===== config.mk =====
export PLATFORM = sky130hd
export DESIGN_NAME = johnson_decade
export DESIGN_NICKNAME = d
export VERILOG_FILES = /design/src/rtl/johnson_decade_pkg.sv /design/src/rtl/johnson_decade_edge.sv /design/src/rtl/johnson_decade_ring.sv /design/src/rtl/johnson_decade_decode.sv /design/src/rtl/johnson_decade.sv
export SDC_FILE = /design/constraint.sdc
export NUM_CORES = 1
export LEC_CHECK = 0
export BUFFER_PORTS_ARGS = -buffer_cell sky130_fd_sc_hd__buf_2
export CAP_MARGIN = 5
export CORE_AREA = 4 4 41 43
export CTS_CLUSTER_SIZE = 28
export DETAILED_ROUTE_END_ITERATION = 10
export DIE_AREA = 0 0 45 47
export GPL_TIMING_DRIVEN = 0
export PLACE_DENSITY = 0.77
export SKIP_LAST_GASP = 1
export SLEW_MARGIN = 15
export SYNTH_ARGS = -nofsm -noshare
export SYNTH_HDL_FRONTEND = slang
export SYNTH_SLANG_ARGS = --single-unit

===== constraint.sdc =====
create_clock -name clk -period 6.2 [get_ports clk]
set_clock_uncertainty 0.05 [all_clocks]
set_input_delay 0.93 -clock clk [delete_from_list [all_inputs] [get_ports clk]]
set_output_delay 0.93 -clock clk [all_outputs]
set_load 0.05 [all_outputs]

===== src/rtl/johnson_decade_pkg.sv =====
package johnson_decade_pkg;

    localparam int unsigned MAX_STAGES = 16;

    typedef logic [MAX_STAGES-1:0] wide_t;

    typedef struct packed {
        logic lvl_a;
        logic lvl_b;
    } pins_t;

    typedef struct packed {
        logic rise_a;
        logic fall_b;
    } hit_t;

    // number of places where neighbouring bits differ (open chain, not circular)
    function automatic int unsigned seam_count(wide_t v, int unsigned n);
        int unsigned c = 0;
        for (int unsigned i = 0; i + 1 < MAX_STAGES; i++) begin
            if ((i + 1 < n) && (v[i] != v[i+1])) c++;
        end
        return c;
    endfunction

    // one twisted-ring step; any pattern with more than one seam restarts at zero
    function automatic wide_t johnson_step(wide_t v, int unsigned n);
        wide_t r = '0;
        if (seam_count(v, n) > 1) return '0;
        for (int unsigned i = 1; i < MAX_STAGES; i++) begin
            if (i < n) r[i] = v[i-1];
        end
        r[0] = ~v[n-1];
        return r;
    endfunction

endpackage


===== src/rtl/johnson_decade_edge.sv =====
module johnson_decade_edge
    import johnson_decade_pkg::*;
#(
    parameter int unsigned SYNC_STAGES = 2
) (
    input  logic  clk,
    input  logic  rst,
    input  pins_t pins_in,
    output hit_t  hits,
    output logic  adv
);

    localparam int unsigned TOP = SYNC_STAGES - 1;

    logic [SYNC_STAGES-1:0] sync_a;
    logic [SYNC_STAGES-1:0] sync_b;
    logic                   prev_a;
    logic                   prev_b;
    logic                   now_a;
    logic                   now_b;

    generate
        if (SYNC_STAGES == 1) begin : g_single
            always_ff @(posedge clk) begin
                if (rst) begin
                    sync_a <= '0;
                    sync_b <= '0;
                end else begin
                    sync_a <= pins_in.lvl_a;
                    sync_b <= pins_in.lvl_b;
                end
            end
        end else begin : g_chain
            always_ff @(posedge clk) begin
                if (rst) begin
                    sync_a <= '0;
                    sync_b <= '0;
                end else begin
                    sync_a <= {sync_a[SYNC_STAGES-2:0], pins_in.lvl_a};
                    sync_b <= {sync_b[SYNC_STAGES-2:0], pins_in.lvl_b};
                end
            end
        end
    endgenerate

    assign now_a = sync_a[TOP];
    assign now_b = sync_b[TOP];

    always_ff @(posedge clk) begin
        if (rst) begin
            prev_a <= 1'b0;
            prev_b <= 1'b0;
        end else begin
            prev_a <= now_a;
            prev_b <= now_b;
        end
    end

    always_comb begin
        hits.rise_a = now_a & ~prev_a & ~now_b;
        hits.fall_b = ~now_b & prev_b & now_a;
        adv         = hits.rise_a | hits.fall_b;
    end

    // a qualified edge never yields two advances in a row
    p_adv_pulse_r6: assert property (@(posedge clk) disable iff (rst)
        adv |=> !adv);

    // with the second input steadily high nothing can advance the count
    p_gate_r5: assert property (@(posedge clk) disable iff (rst)
        (now_b && prev_b) |-> !adv);

endmodule


===== src/rtl/johnson_decade_ring.sv =====
module johnson_decade_ring
    import johnson_decade_pkg::*;
#(
    parameter int unsigned STAGES = 5
) (
    input  logic              clk,
    input  logic              rst,
    input  logic              clr,
    input  logic              adv,
    output logic [STAGES-1:0] bits
);

    wide_t nxt;

    always_comb begin
        nxt = johnson_step(wide_t'(bits), STAGES);
    end

    always_ff @(posedge clk or posedge clr) begin
        if (clr) begin
            bits <= '0;
        end else if (rst) begin
            bits <= '0;
        end else if (adv) begin
            bits <= nxt[STAGES-1:0];
        end
    end

    // the register only ever holds one of the legal twisted-ring codes
    p_legal_r2: assert property (@(posedge clk) disable iff (rst)
        seam_count(wide_t'(bits), STAGES) <= 1);

    // master clear pins the register at zero
    p_clr_r8: assert property (@(posedge clk) disable iff (rst)
        clr |-> (bits == '0));

endmodule


===== src/rtl/johnson_decade_decode.sv =====
module johnson_decade_decode #(
    parameter int unsigned STAGES = 5,
    localparam int unsigned STATES = 2 * STAGES
) (
    input  logic              clk,
    input  logic              rst,
    input  logic [STAGES-1:0] bits,
    output logic [STATES-1:0] dec
);

    localparam int unsigned MSB = STAGES - 1;

    // each state is picked out by one adjacent pair of register bits
    generate
        for (genvar k = 0; k < STATES; k++) begin : g_line
            if (k == 0) begin : g_zero
                assign dec[k] = ~bits[MSB] & ~bits[0];
            end else if (k < STAGES) begin : g_fill
                assign dec[k] = bits[k-1] & ~bits[k];
            end else if (k == STAGES) begin : g_full
                assign dec[k] = bits[MSB] & bits[0];
            end else begin : g_drain
                assign dec[k] = ~bits[k-STAGES-1] & bits[k-STAGES];
            end
        end
    endgenerate

    // exactly one decoded line is high
    p_onehot_r1: assert property (@(posedge clk) disable iff (rst)
        $countones(dec) == 1);

endmodule


===== src/rtl/johnson_decade.sv =====
module johnson_decade
    import johnson_decade_pkg::*;
#(
    parameter int unsigned STAGES      = 5,
    parameter int unsigned SYNC_STAGES = 2,
    localparam int unsigned STATES     = 2 * STAGES,
    localparam int unsigned HALF       = STAGES
) (
    input  logic              clk,
    input  logic              rst,
    input  logic              clr,
    input  logic              cnt_a,
    input  logic              cnt_b,
    output logic [STATES-1:0] dec,
    output logic              carry
);

    pins_t             pins;
    hit_t              hits;
    logic              adv;
    logic [STAGES-1:0] bits;

    assign pins.lvl_a = cnt_a;
    assign pins.lvl_b = cnt_b;

    johnson_decade_edge #(
        .SYNC_STAGES(SYNC_STAGES)
    ) u_edge (
        .clk    (clk),
        .rst    (rst),
        .pins_in(pins),
        .hits   (hits),
        .adv    (adv)
    );

    johnson_decade_ring #(
        .STAGES(STAGES)
    ) u_ring (
        .clk (clk),
        .rst (rst),
        .clr (clr),
        .adv (adv),
        .bits(bits)
    );

    johnson_decade_decode #(
        .STAGES(STAGES)
    ) u_decode (
        .clk (clk),
        .rst (rst),
        .bits(bits),
        .dec (dec)
    );

    assign carry = ~bits[STAGES-1];

    // an advance rotates the one-hot output by one place
    p_step_r2: assert property (@(posedge clk) disable iff (rst || clr)
        adv |=> dec == {$past(dec[STATES-2:0]), $past(dec[STATES-1])});

    // without an advance the output holds
    p_hold_r5: assert property (@(posedge clk) disable iff (rst || clr)
        !adv |=> $stable(dec));

    // carry is high exactly in the lower half of the count
    p_carry_r7: assert property (@(posedge clk) disable iff (rst)
        carry == (dec[HALF-1:0] != '0));

endmodule


==> results of run 1 <==
==> cells by family (layout without fill, tap and decap cells) <==
group,count (synthesis),after routing,share of synthesized area [%]
AO/OA/AOI/OAI,8,8,9.78
AND/OR/NAND/NOR,26,26,22.6
flip-flops,11,11,35.5
buffers and inverters,9,28,4.89
XOR/XNOR,2,2,3.62
adder cells (fa/ha/maj),13,13,23.6
==> stage by stage <==
stage / setup WS (ps) / instances / hold slack [ps] / total power, mW / util, %
floorplan: 3890 / 69 / 364 / 0.0862 / -
detailed placement: 3870 / 99 / 378 / 0.0899 / 60.3
CTS: 3840 / 103 / 394 / 0.138 / 62.3
global route: 3630 / 103 / 405 / 0.143 / 62.3
finish: 3840 / 103 / 391 / 0.136 / 62.3
global placement: 3880 / 99 / 366 / 0.0895 / 60.3
==> worst max-delay path by stage <==
stage,endpoint,cells past startpoint,slack [ps],from
6_report,u_ring.bits[2],8,3840,u_ring.bits[0]
5_1_grt,u_ring.bits[2],8,3630,u_ring.bits[1]
4_1_cts,u_ring.bits[2],8,3840,u_ring.bits[0]
3_5_place_dp,u_ring.bits[1],8,3870,u_ring.bits[1]
3_3_place_gp,u_ring.bits[2],8,3880,u_ring.bits[0]
2_1_floorplan,dec[5],2,3890,u_ring.bits[4]
==> flip-flops by register name, summed over array words and instances (netlist names) <==
register / flops
u_edge.prev_b: 1
u_edge.prev_a: 1
u_ring.bits: 5
u_edge.sync_a: 2
u_edge.sync_b: 2
==> cell usage after synthesis, drive strengths merged <==
cell type	n
nand2b	2
nor2	3
clkbuf	1
o21ai	1
inv	8
dfxtp	6
and2b	1
or2	1
nand2	2
nand4	5
o32ai	5
xnor2	2
dfrtp	5
nand3b	1
nor2b	11
a21o	1
ha	13
a21boi	1
==> worst max-delay path: stages (launching register included) <==
cell and delay (ps):
sky130_fd_sc_hd__dfrtp_1 380, sky130_fd_sc_hd__inv_1 100, sky130_fd_sc_hd__ha_1 340, sky130_fd_sc_hd__ha_1 350
sky130_fd_sc_hd__xnor2_1 140, sky130_fd_sc_hd__ha_1 290, sky130_fd_sc_hd__nand2b_1 170, sky130_fd_sc_hd__nand4_1 120
sky130_fd_sc_hd__o32ai_1 320
==> final cells by class <==
cell class	count	area, sq um	share of cell area [%]
clock buffers	4	26.3	3.24
multi-input cells	49	412	50.8
well taps	15	18.8	2.31
flip-flops and latches	11	245	30.2
inverters	8	30.0	3.70
plain buffers	1	3.75	0.463
repair buffers	15	75.1	9.26
==> metal layers <==
| metal | GRT usage, % | up-vias | share of wire, % |
|---|---|---|---|
| met3 | 3.45 | 2 | 7.2 |
| li1 | - | 274 | - |
| met1 | 18.1 | 248 | 51 |
| met4 | 7.02 | 0 | 0.80 |
| met5 | 0 | - | 0 |
| met2 | 20.1 | 18 | 41 |
==> power by group through the flow <==
stage	Sequential, mW	Combinational (mW)	Clock [mW]
floorplan	0.0752	0.0110	0
global placement	0.0753	0.0142	0
detailed placement	0.0754	0.0145	0
CTS	0.0739	0.0145	0.0496
global route	0.0740	0.0160	0.0530
finish	0.0739	0.0144	0.0475
==> results, run 1 <==
- The number of I/O port buffers is 15.
- Sorting the synthesized cells by area gives the leading types as sky130_fd_sc_hd__ha_1 (24%), sky130_fd_sc_hd__dfrtp_1 (18%), sky130_fd_sc_hd__dfxtp_1 (17%).
- TritonCTS built the clock tree.
- The static power due to leakage is approximately 0.42 nW.
- The sum of negative setup slack is 0 ps.
- Summed over all instances, the cell type with the most area after synthesis is sky130_fd_sc_hd__ha_1.
- The total of endpoints with negative setup slack in the final report is 0.
- The worst hold path belongs to the class reg -> reg.
- The number of pins exceeding their max-slew limit in the final report is 0.
- Relative to the synthesized area, the layout overhead comes to 17.4%.
- After the last flow step, the layout net total stands at 107.
- The clock sink count is 11.
- The placed instance area is just under 800 sq um.
- The clock insertion delay at the later pin of the skew report is 260 ps.
- The upper clock frequency limit is about 420 MHz.
- The power per cell area is around 170 mW/mm^2.
- The hold path depth is 1.
- In this run the core area contains 13 standard-cell rows.
- The switching share of power is 24.1%.
- The cell area that synthesis handed to floorplanning was just under 700 sq um.
- The layout filler cell count is between 100 and 150.
- The number of buffers inserted by post-CTS setup repair is 0.
- The floorplan die width is between 40 and 50 microns.
- The initial utilization of the core area, before any placement, comes to 53.1%.
- The sum of routed wire length over all layers is 1260 microns.
- The number of gates resized after CTS is 0.
- The die is 47 microns tall.
- The routed wire length per instance is 12.2 microns.
- The internal power of the cells totals 0.103 mW.
- The post-route antenna net violation count is 0.
- Clock tree synthesis inserted a total of 3 buffers.
- The category of the most critical setup path is reg -> reg.
- Global routing used 13.5% of the available tracks.
- 16 I/O pins were placed.
- The total number of yosys warnings is 0.
- Summed over all nets, the half-perimeter wirelength after detailed placement is around 1000 microns.
- The count of endpoints failing hold in the final timing report was 0.
- The first global-routing pass estimated 2040 microns of wire.
- The number of antenna violations at the first check in global routing is 0.
- The number of hold-repair buffers added at the cts stage is 0.
- In the routed design, unresolved DRC markers number 0.
- The clock-pin slew on the worst setup and hold paths is 70 ps.
- The sequential fraction of the synthesis area is 35.5%.
- The area inside the core boundary is ~0.0013 sq mm.
- The final design area excluding fillers is 811 sq um.
- The ratio of cells with drive above 1 in the final layout is 23.9%.
- The number of inserted diodes is 0.
- The total overflow left after global routing is 0.
- Routability-driven placement finished with a final weighted congestion of 0.778.
- Setup repair after global routing left no endpoint under its margin.
- The worst register-to-register path ends at u_ring.bits[2].
- The beginning of the worst hold path is u_edge.sync_b[0].
- The pin count of the biggest net entering global routing is 11.
- Subtracting the final worst setup slack from the clock period gives about 2400 ps.
- Across all layers, the routed design uses 542 vias.
- The number of library cell types mapped by synthesis is 19.
- The first-pass iteration count of the detailed router is 4.
- The worst reg-to-reg setup slack is 3840 ps.
- Leaving out fill and tap cells, the most frequent cells in the layout are sky130_fd_sc_hd__buf_2 (15), sky130_fd_sc_hd__ha_1 (13), sky130_fd_sc_hd__nor2b_1 (11), sky130_fd_sc_hd__inv_1 (8), sky130_fd_sc_hd__dfxtp_1 (6).
- The worst setup path is launched from a flop.
- The count of cells along the worst register-to-register path is 8.
- The destination of the worst hold path is u_edge.sync_b[1].
- Across the run, the number of max-cap violations was 0.
- Across the VDD grid, the largest voltage drop is approximately 0.080 mV.
- The average instance in the mapped netlist occupies 10.0 sq um.
- CTS placed an instance of sky130_fd_sc_hd__clkbuf_4 at the clock tree root.
- The maximum buffer depth of the clock tree is 2.
- In this run the biggest area consumer among cell types represents 23.6% of the synthesized area.
- The library cell used most frequently in the layout, excluding fill and tap cells, is sky130_fd_sc_hd__buf_2.
- The die area is 0.00212 sq mm.
- The worst setup path is captured at a flop.
- The worst register-to-register path begins at u_ring.bits[0].
- The detailed-route vias per instance is 5.26.
- The number of register bits inferred by synthesis is 11.
- The transition at the pin with the smallest max-transition slack is 381 ps.
- The total nets after synthesis is 87.
- The data arrival at the endpoint of the critical path is ~2500 ps.
- In this run the number of H-tree levels came out at 1.
- The worst slew margin relative to its limit is 74.6%.
- The flow ran to the end, and the final reports show no timing, DRC or antenna violations.
- The share of power burned in registers is 54.4%.
- The net switching power is roughly 0.033 mW.
- For the worst setup path, the data required time is 6310 ps.
- The peak fanout along the critical path is 5.
- Combinational logic burns 10.6% of the power.
- The number of global-route vias before repair is 474.
- The first routing iteration left 26 violations.
- The share of total power dissipated in the clock network is between 30% and 40%.
- The cell count after synthesis is 69.
- The share of the clock period used by the worst path is 38.0%.
Power figures use the tool's default switching activity.
==> inputs of run 2 (changes only) <==
--- a/config.mk
+++ b/config.mk
@@ -5,14 +5,15 @@
 export SDC_FILE = /design/constraint.sdc
 export NUM_CORES = 1
 export LEC_CHECK = 0
+export ABC_AREA = 1
 export BUFFER_PORTS_ARGS = -buffer_cell sky130_fd_sc_hd__buf_2
 export CAP_MARGIN = 5
-export CORE_AREA = 4 4 41 43
+export CORE_MARGIN = 4
+export CORE_UTILIZATION = 46
 export CTS_CLUSTER_SIZE = 28
 export DETAILED_ROUTE_END_ITERATION = 10
-export DIE_AREA = 0 0 45 47
 export GPL_TIMING_DRIVEN = 0
-export PLACE_DENSITY = 0.77
+export PLACE_DENSITY = 0.72
 export SKIP_LAST_GASP = 1
 export SLEW_MARGIN = 15
 export SYNTH_ARGS = -nofsm -noshare
==> constraint.sdc (replaced) <==
create_clock -name clk -period 2 [get_ports clk]
set_clock_uncertainty 0.05 [all_clocks]
set_input_delay 0.3 -clock clk [delete_from_list [all_inputs] [get_ports clk]]
set_output_delay 0.3 -clock clk [all_outputs]
set_load 0.05 [all_outputs]
==> run 2 against run 1 <==
Compared with the run above:
- core utilization increased by 6.5 points
- sequential share of layout area shrank 4.1 points
- count of clock-buffer cells in the layout unchanged
- synthesized cell count rose by 38%
- combinational power grew to 3.8 times the previous value
- die area increased by 6.6%
- maximum frequency increased by 19%
- power rose to 3.1 times the previous value
- critical path depth up 1
- global-route usage down 0.71 points
- largest cell class unchanged
- final cell count increased by 31%
==> results, run 2 <==
- The category of the most critical setup path was reg -> reg (unchanged).
- The final worst setup slack is 16.7 ps (was 3840 ps).
- Top cell types by occurrence after synthesis: sky130_fd_sc_hd__inv_1 (18), sky130_fd_sc_hd__nand2_1 (18), sky130_fd_sc_hd__nor2_1 (14), sky130_fd_sc_hd__ha_1 (13), sky130_fd_sc_hd__nand3_1 (10) (was sky130_fd_sc_hd__ha_1 (13), sky130_fd_sc_hd__nor2b_1 (11), sky130_fd_sc_hd__inv_1 (8), sky130_fd_sc_hd__dfxtp_1 (6)).
- The floorplan die width is 47.5 microns (was 45 microns).
- The number of vias after detailed routing is 612 (was 542).
- The sum of routed wire length over all layers is 1270 microns (was 1260 microns).
- The cell type with the largest total area after synthesis is sky130_fd_sc_hd__ha_1 (unchanged).
- The placed instance area was 850 sq um (was 785 sq um).
- The synthesis-to-layout area growth is 32.6% (was 17.4%).
- The final net count came to 139 (was 107).
- The worst slew margin relative to its limit is 83.4% (was 74.6%).
- The upper clock frequency limit came to 504 MHz (was 424 MHz).
- The count of boundary I/O pins is 16 (unchanged).
- The sequential fraction of the synthesis area was 34.2% (was 35.5%).
- The count of endpoints failing hold in the final timing report is 0 (unchanged).
- The power per cell area is 446 mW/mm^2 (was 168 mW/mm^2).
- The most used flip-flop cell after synthesis is sky130_fd_sc_hd__dfxtp_1 (unchanged).
- The per-instance average area after synthesis is 7.55 sq um (was 10.0 sq um).
- The number of global-route vias before repair is 520 (was 474).
- The number of pins exceeding their max-slew limit in the final report is 0 (unchanged).
- The class of the tightest hold or removal check is in -> reg (was reg -> reg).
- The worst setup slack after placement is -167 ps (was 3870 ps).
- The transition at the pin with the smallest max-transition slack is 251 ps (was 381 ps).
- The first-pass GRT wire length is 2010 microns (was 2040 microns).
- The number of flip-flops under the largest register name was 5 (unchanged).
- The total nets after synthesis came to 113 (was 87).
- The worst supply voltage drop on vdd is 0.472 mV (was 0.0797 mV).
- The number of register bits inferred by synthesis came to 11 (unchanged).
- The detailed placement HPWL came to 935 microns (was 1020 microns).
- The detailed-route vias per instance was 4.53 (was 5.26).
- The clock sink count is 11 (unchanged).
- The worst endpoint required time is 2140 ps (was 6310 ps).
- Highest-count cells in the layout ignoring fill and taps: sky130_fd_sc_hd__nand2_1 (18), sky130_fd_sc_hd__buf_2 (15), sky130_fd_sc_hd__inv_1 (14), sky130_fd_sc_hd__nor2_1 (14), sky130_fd_sc_hd__ha_1 (9) (was sky130_fd_sc_hd__buf_2 (15), sky130_fd_sc_hd__ha_1 (13), sky130_fd_sc_hd__nor2b_1 (11), sky130_fd_sc_hd__inv_1 (8), sky130_fd_sc_hd__dfxtp_1 (6)).
- The final critical path time including I/O delays and setup is 1980 ps (was 2360 ps).
- The area of all sequential standard cells is 249 sq um (was 245 sq um).
- The cell count after synthesis is 95 (was 69).
- The total routing resource utilization after global routing is 12.8% (was 13.5%).
- The height of the die came to 47.5 microns (was 47 microns).
- The register name with the most flops is u_ring.bits (unchanged).
- The number of inserted diodes was 0 (unchanged).
- Outcome: complete, no violations (unchanged).
- The sum of negative setup slack is 0 ps (unchanged).
- The final design area excluding fillers came to 951 sq um (was 811 sq um).
- The area inside the core boundary was 0.00138 sq mm (was 0.00130 sq mm).
- The post-route antenna net violation count is 0 (unchanged).
- The power consumption is 0.425 mW (was 0.136 mW).
- Top flop regs: u_ring.bits: 5 flops, u_edge.sync_a: 2 flops, u_edge.sync_b: 2 flops (unchanged).
- The peak fanout along the critical path is 5 (unchanged).
- The share of async-settable or async-resettable flops after synthesis is 45.5% (unchanged).
- The total of endpoints with negative setup slack in the final report is 0 (unchanged).
- The number of I/O port buffers was 15 (unchanged).
- Setup repair after global routing missed its margin: true (was false).
- The number of violations of the max-capacitance limit is 0 (unchanged).
- The data arrival at the endpoint of the critical path came to 2130 ps (was 2470 ps).
- The TritonCTS clock tree is done (unchanged).
- The area share of the leading cell type in the synthesized netlist was 22.7% (was 23.6%).
- The ratio of cells with drive above 1 in the final layout is 36.7% (was 23.9%).
- The worst hold slack is 191 ps (was 391 ps).
- The footprint of the multi-input gates is 454 sq um (was 412 sq um).
- The layout filler cell count came to 120 (unchanged).
- The number of enable flip-flop cells after synthesis is 0 (unchanged).
- The number of design-rule violations left by the first detailed-router iteration is 4 (was 26).
- The most common cell after layout, fill and taps aside is sky130_fd_sc_hd__nand2_1 (was sky130_fd_sc_hd__buf_2).
- The clock insertion delay at the later pin of the skew report is 260 ps (about the same).
- The pin count of the biggest net entering global routing is 11 (unchanged).
- The routed wire length per instance is 9.41 microns (was 12.2 microns).
- The number of antenna violations at the first check in global routing came to 0 (unchanged).
- The type of destination of the critical path was a flop (unchanged).
- The total number of yosys warnings came to 0 (unchanged).
- The post-placement cell count was 125 (was 99).
- The combined area of all synthesized cells is 717 sq um (was 691 sq um).
- The clock-pin slew on the worst setup and hold paths came to 60 ps (was 70 ps).
- The share of the clock period used by the worst path was 99.2% (was 38.0%).
- The number of library cell types mapped by synthesis was 15 (was 19).
- The number of clock buffers inserted by TritonCTS is 3 (unchanged).
- The die area is 0.00225 sq mm (was 0.00212 sq mm).
- The overflow left after global routing is 0 (unchanged).
- The root buffer cell is sky130_fd_sc_hd__clkbuf_4 (unchanged).
- The total number of placement rows is 13 (unchanged).
- The final standard cell utilization of the core was 68.8% (was 62.3%).
- The maximum level of the CTS H-tree is 1 (unchanged).
- The type of element launching the critical path is a flop (unchanged).
- The last weighted congestion value of the routability-driven placer is 0.761 (was 0.778).
- Area contributors post-synth: sky130_fd_sc_hd__ha_1 (23%), sky130_fd_sc_hd__dfrtp_1 (17%), sky130_fd_sc_hd__dfxtp_1 (17%) (was sky130_fd_sc_hd__ha_1 (24%), sky130_fd_sc_hd__dfrtp_1 (18%), sky130_fd_sc_hd__dfxtp_1 (17%)).
- The maximum buffer depth of the clock tree is 2 (unchanged).
- The static power due to leakage came to 0.512 nW (was 0.420 nW).
- The first-pass iteration count of the detailed router is 3 (was 4).
- The filler-free cell count of the finished design was 135 (was 103).
- The initial standard-cell utilization of the core is 51.9% (was 53.1%).
- The count of unresolved DRC violations after routing came to 0 (unchanged).
[run 2: changes by cell type after synthesis, moves of 5 or more]
| cell | delta |
|---|---|
| sky130_fd_sc_hd__inv_1 | +10 |
| sky130_fd_sc_hd__nand2_1 | +16 |
| sky130_fd_sc_hd__nand3_1 | +10 |
| sky130_fd_sc_hd__nand4_1 | -5 |
| sky130_fd_sc_hd__nor2_1 | +11 |
| sky130_fd_sc_hd__nor2b_1 | -11 |
| sky130_fd_sc_hd__o32ai_1 | -5 |
[run 2: worst max-delay path, stage by stage, from the launching register on]
cell	delay (ps)
sky130_fd_sc_hd__dfrtp_2	400
sky130_fd_sc_hd__inv_2	60
sky130_fd_sc_hd__ha_4	290
sky130_fd_sc_hd__ha_4	200
sky130_fd_sc_hd__xnor2_1	120
sky130_fd_sc_hd__ha_1	300
sky130_fd_sc_hd__or2_4	260
sky130_fd_sc_hd__nand2_4	90
sky130_fd_sc_hd__nand3_1	80
sky130_fd_sc_hd__nand2_1	70
[run 2: path summary, 6_finish.rpt]
path	from	slack [ps]	endpoint	cells after the start
worst max-delay path	u_ring.bits[1]	20	u_ring.bits[3]	9
worst min-delay path	cnt_a	190	u_edge.sync_a[0]	3
worst min register to register	u_edge.sync_a[0]	350	u_edge.sync_a[1]	2
worst max register to register	u_ring.bits[1]	20	u_ring.bits[3]	9
min in group asynchronous	clr	420	u_ring.bits[4]	3
max in group asynchronous	clr	1310	u_ring.bits[0]	3
[run 2: cell type report]
cell class              instances  share of cell area (%)
multi-input cells              63                    47.8
clock buffers                   4                    2.76
repair buffers                 21                    12.9
inverters                      21                    8.42
well taps                      15                    1.97
flip-flops and latches         11                    26.2
[run 2: what timing repair did]
| action | CTS | global route |
|---|---|---|
| pin swaps | 5 | 9 |
| endpoints found under the hold margin | 5 | 0 |
| hold buffers | 1 | 0 |
| buffers inserted | 4 | 1 |
| gates resized for setup | 5 | 5 |
| endpoints found under the setup margin | 5 | 5 |
[run 2: metal layers]
layer | global-route usage, % | part of all wire, % | vias up | wire, microns
met4 | 1.66 | 0 | 0 | 0
met2 | 24.1 | 46 | 14 | 590
met5 | 0 | 0 | - | 0
met3 | 5.64 | 6.4 | 0 | 81
met1 | 13.3 | 47 | 264 | 599
li1 | - | - | 334 | -
[run 2: cells by family after synthesis]
logic type               synth area share [%]
AO/OA/AOI/OAI                            1.40
XOR/XNOR                                 1.22
adder cells (fa/ha/maj)                  22.7
buffers and inverters                    11.2
flip-flops                               34.2
AND/OR/NAND/NOR                          29.3
[run 2: power by group]
group / internal [mW] / switching, mW / total, mW
logic: 0.0204 / 0.0338 / 0.0542
registers: 0.227 / 0.00248 / 0.229
clock network: 0.0769 / 0.0640 / 0.141
total: 0.324 / 0.100 / 0.425
==> inputs of run 3 (changes only) <==
--- a/config.mk
+++ b/config.mk
@@ -13,6 +13,7 @@
 export CTS_CLUSTER_SIZE = 28
 export DETAILED_ROUTE_END_ITERATION = 10
 export GPL_TIMING_DRIVEN = 0
+export MAX_ROUTING_LAYER = met4
 export PLACE_DENSITY = 0.72
 export SKIP_LAST_GASP = 1
 export SLEW_MARGIN = 15
==> run 3 against run 2 <==
Compared with the run above:
- design area unchanged
- register-to-register slack about the same
- global-route usage rose by 0.41 points
- sequential share of layout area is the same
- core utilization is the same
- final cell count unchanged
- power hardly changed
- sequential power about the same
- routed wire length is essentially flat
- combinational power about the same
==> results, run 3 (synthesis gave the netlist of run 2 again) <==
- The post-placement cell count is 125 (unchanged).
- The synthesis-to-layout area growth is 32.6% (unchanged).
- The clock insertion delay at the later pin of the skew report is 260 ps (about the same).
- The number of flip-flops under the largest register name was 5 (unchanged).
- The ratio of cells with drive above 1 in the final layout was 36.7% (unchanged).
- The launch point of the worst reg-to-reg path is u_ring.bits[1] (unchanged).
- The clock-pin slew on the worst setup and hold paths is 60 ps (about the same).
- The first-pass iteration count of the detailed router is 3 (unchanged).
- The transition at the pin with the smallest max-transition slack is 251 ps (unchanged).
- The register name with the most flops is u_ring.bits (unchanged).
- The count of unresolved DRC violations after routing came to 0 (unchanged).
- The stage delay of the slowest cell on the critical path is 400 ps (about the same).
- The number of violations of the max-capacitance limit is 0 (unchanged).
- The count of endpoints failing hold in the final timing report is 0 (unchanged).
- The worst supply voltage drop on vdd is 0.472 mV (about the same).
- The peak fanout along the critical path came to 5 (unchanged).
- The share of the clock period used by the worst path is 99.2% (unchanged).
- Outcome: complete, no violations (unchanged).
- The final critical path time including I/O delays and setup is 1980 ps (unchanged).
- The filler-free cell count of the finished design is 135 (unchanged).
- The number of pins exceeding their max-slew limit in the final report is 0 (unchanged).
- Setup repair after global routing missed its margin: true (unchanged).
- The TritonCTS clock tree is done (unchanged).
- The last weighted congestion value of the routability-driven placer came to 0.771 (was 0.761).
- The maximum level of the CTS H-tree is 1 (unchanged).
- The worst endpoint required time is 2140 ps (about the same).
- Top flop regs: u_ring.bits: 5 flops, u_edge.sync_a: 2 flops, u_edge.sync_b: 2 flops (unchanged).
- The first-pass GRT wire length is 2000 microns (was 2010 microns).
- The number of I/O port buffers came to 15 (unchanged).
- The worst hold slack is 191 ps (about the same).
- The hold path depth is 3 (unchanged).
- The category of the most critical setup path is reg -> reg (unchanged).
- The number of antenna violations at the first check in global routing came to 0 (unchanged).
- The floorplan die width is 47.5 microns (unchanged).
- The cell family with the largest share of critical-path delay is adder cells (unchanged).
- The most common cell after layout, fill and taps aside was sky130_fd_sc_hd__nand2_1 (unchanged).
- The root buffer cell was sky130_fd_sc_hd__clkbuf_4 (unchanged).
- The final net count is 139 (unchanged).
- The sum of buffers and inverters on the critical path came to 1 (unchanged).
- The beginning of the worst hold path is cnt_a (unchanged).
- The total of endpoints with negative setup slack in the final report was 0 (unchanged).
- The instance count on the critical path was 9 (unchanged).
- The area inside the core boundary was 0.00138 sq mm (unchanged).
- The power per cell area was 447 mW/mm^2 (was 446 mW/mm^2).
- The number of clock buffers inserted by TritonCTS is 3 (unchanged).
- The sum of routed wire length over all layers was 1270 microns (about the same).
- The class of the tightest hold or removal check is in -> reg (unchanged).
- The maximum buffer depth of the clock tree is 2 (unchanged).
- The number of vias after detailed routing is 612 (unchanged).
- The routed wire length per instance came to 9.42 microns (was 9.41 microns).
- The type of destination of the critical path is a flop (unchanged).
- The worst slew margin relative to its limit is 83.4% (unchanged).
- Highest-count cells in the layout ignoring fill and taps: sky130_fd_sc_hd__nand2_1 (18), sky130_fd_sc_hd__buf_2 (15), sky130_fd_sc_hd__inv_1 (14), sky130_fd_sc_hd__nor2_1 (14), sky130_fd_sc_hd__ha_1 (9) (unchanged).
- The type of element launching the critical path is a flop (unchanged).
- The count of cells along the worst register-to-register path came to 9 (unchanged).
- The detailed-route vias per instance is 4.53 (unchanged).
- The post-route antenna net violation count was 0 (unchanged).
- The detailed placement HPWL is 935 microns (unchanged).
- The dominant cell type by count on the critical path is sky130_fd_sc_hd__ha_4 (unchanged).
- The number of inserted diodes is 0 (unchanged).
- The number of global-route vias before repair came to 521 (was 520).
- The total number of placement rows is 13 (unchanged).
- The count of boundary I/O pins is 16 (unchanged).
- The cell type of the slowest stage on the worst timing path is sky130_fd_sc_hd__dfrtp_2 (unchanged).
- The launch point of the worst path was u_ring.bits[1] (unchanged).
- The height of the die was 47.5 microns (unchanged).
- The pin count of the biggest net entering global routing came to 11 (unchanged).
- The die area came to 0.00225 sq mm (unchanged).
- The data arrival at the endpoint of the critical path is 2130 ps (about the same).
- The clock sink count came to 11 (unchanged).
- Cell-by-cell listing of the critical path: inv_2 > ha_4 > ha_4 > xnor2_1 > ha_1 > or2_4 > nand2_4 > nand3_1 > nand2_1 (unchanged).
- The static power due to leakage was 0.512 nW (unchanged).
- The initial standard-cell utilization of the core was 51.9% (unchanged).
- The final standard cell utilization of the core is 68.8% (unchanged).
- The upper clock frequency limit is 504 MHz (unchanged).
- The total routing resource utilization after global routing is 13.2% (was 12.8%).
- The overflow left after global routing is 0 (unchanged).
- The number of design-rule violations left by the first detailed-router iteration is 4 (unchanged).
## run 3: area by class of cell
class                           instances  area (sq um)
Timing Repair Buffer                   21           123
Inverter                               21          80.1
Clock buffer                            4          26.3
Fill cell                             120           432
Tap cell                               15          18.8
Multi-Input combinational cell         63           454
Sequential cell                        11           249
## run 3: final timing paths
kind / end / slack (ps)
max in group asynchronous: u_ring.bits[0] / 1310
setup reg to reg: u_ring.bits[3] / 20
setup / recovery: u_ring.bits[3] / 20
hold / removal: u_edge.sync_a[0] / 190
min in group asynchronous: u_ring.bits[4] / 420
hold reg to reg: u_edge.sync_a[1] / 350
## run 3: worst min-delay path: cells and delay by family
family	cells	cell delay (ps)
and+or+nand+nor	1	30
buffers and inverters	2	140
## run 3: per-layer routing
layer | wire length [microns] | GRT usage (%)
met3 | 81 | 5.64
met5 | 0 | -
met2 | 590 | 24.1
met4 | 0 | 1.66
met1 | 600 | 13.3
## run 3: metrics by stage
step | setup slack (ps) | power (mW) | setup TNS [ps] | area (sq um)
after floorplan | 6.53 | 0.270 | 0 | 756
after global placement | -158 | 0.281 | -737 | 850
after detailed placement | -167 | 0.282 | -801 | 850
after CTS | 17.4 | 0.429 | 0 | 923
after global routing | -52.0 | 0.449 | -236 | 951
final | 16.7 | 0.425 | 0 | 951
## run 3: power breakdown
group	switching, mW	internal, mW	leakage, nW
clock network	0.0641	0.0769	0.0150
registers	0.00247	0.227	0.114
logic	0.0339	0.0204	0.383
total	0.100	0.324	0.512
## run 3: what timing repair did
item                                    4_1_cts  5_1_grt
pin swaps                                     5        9
hold buffers                                  1        0
gates resized for setup                       5        5
hold endpoints to repair                      5        0
endpoints found under the setup margin        5        5
buffers inserted                              4        1
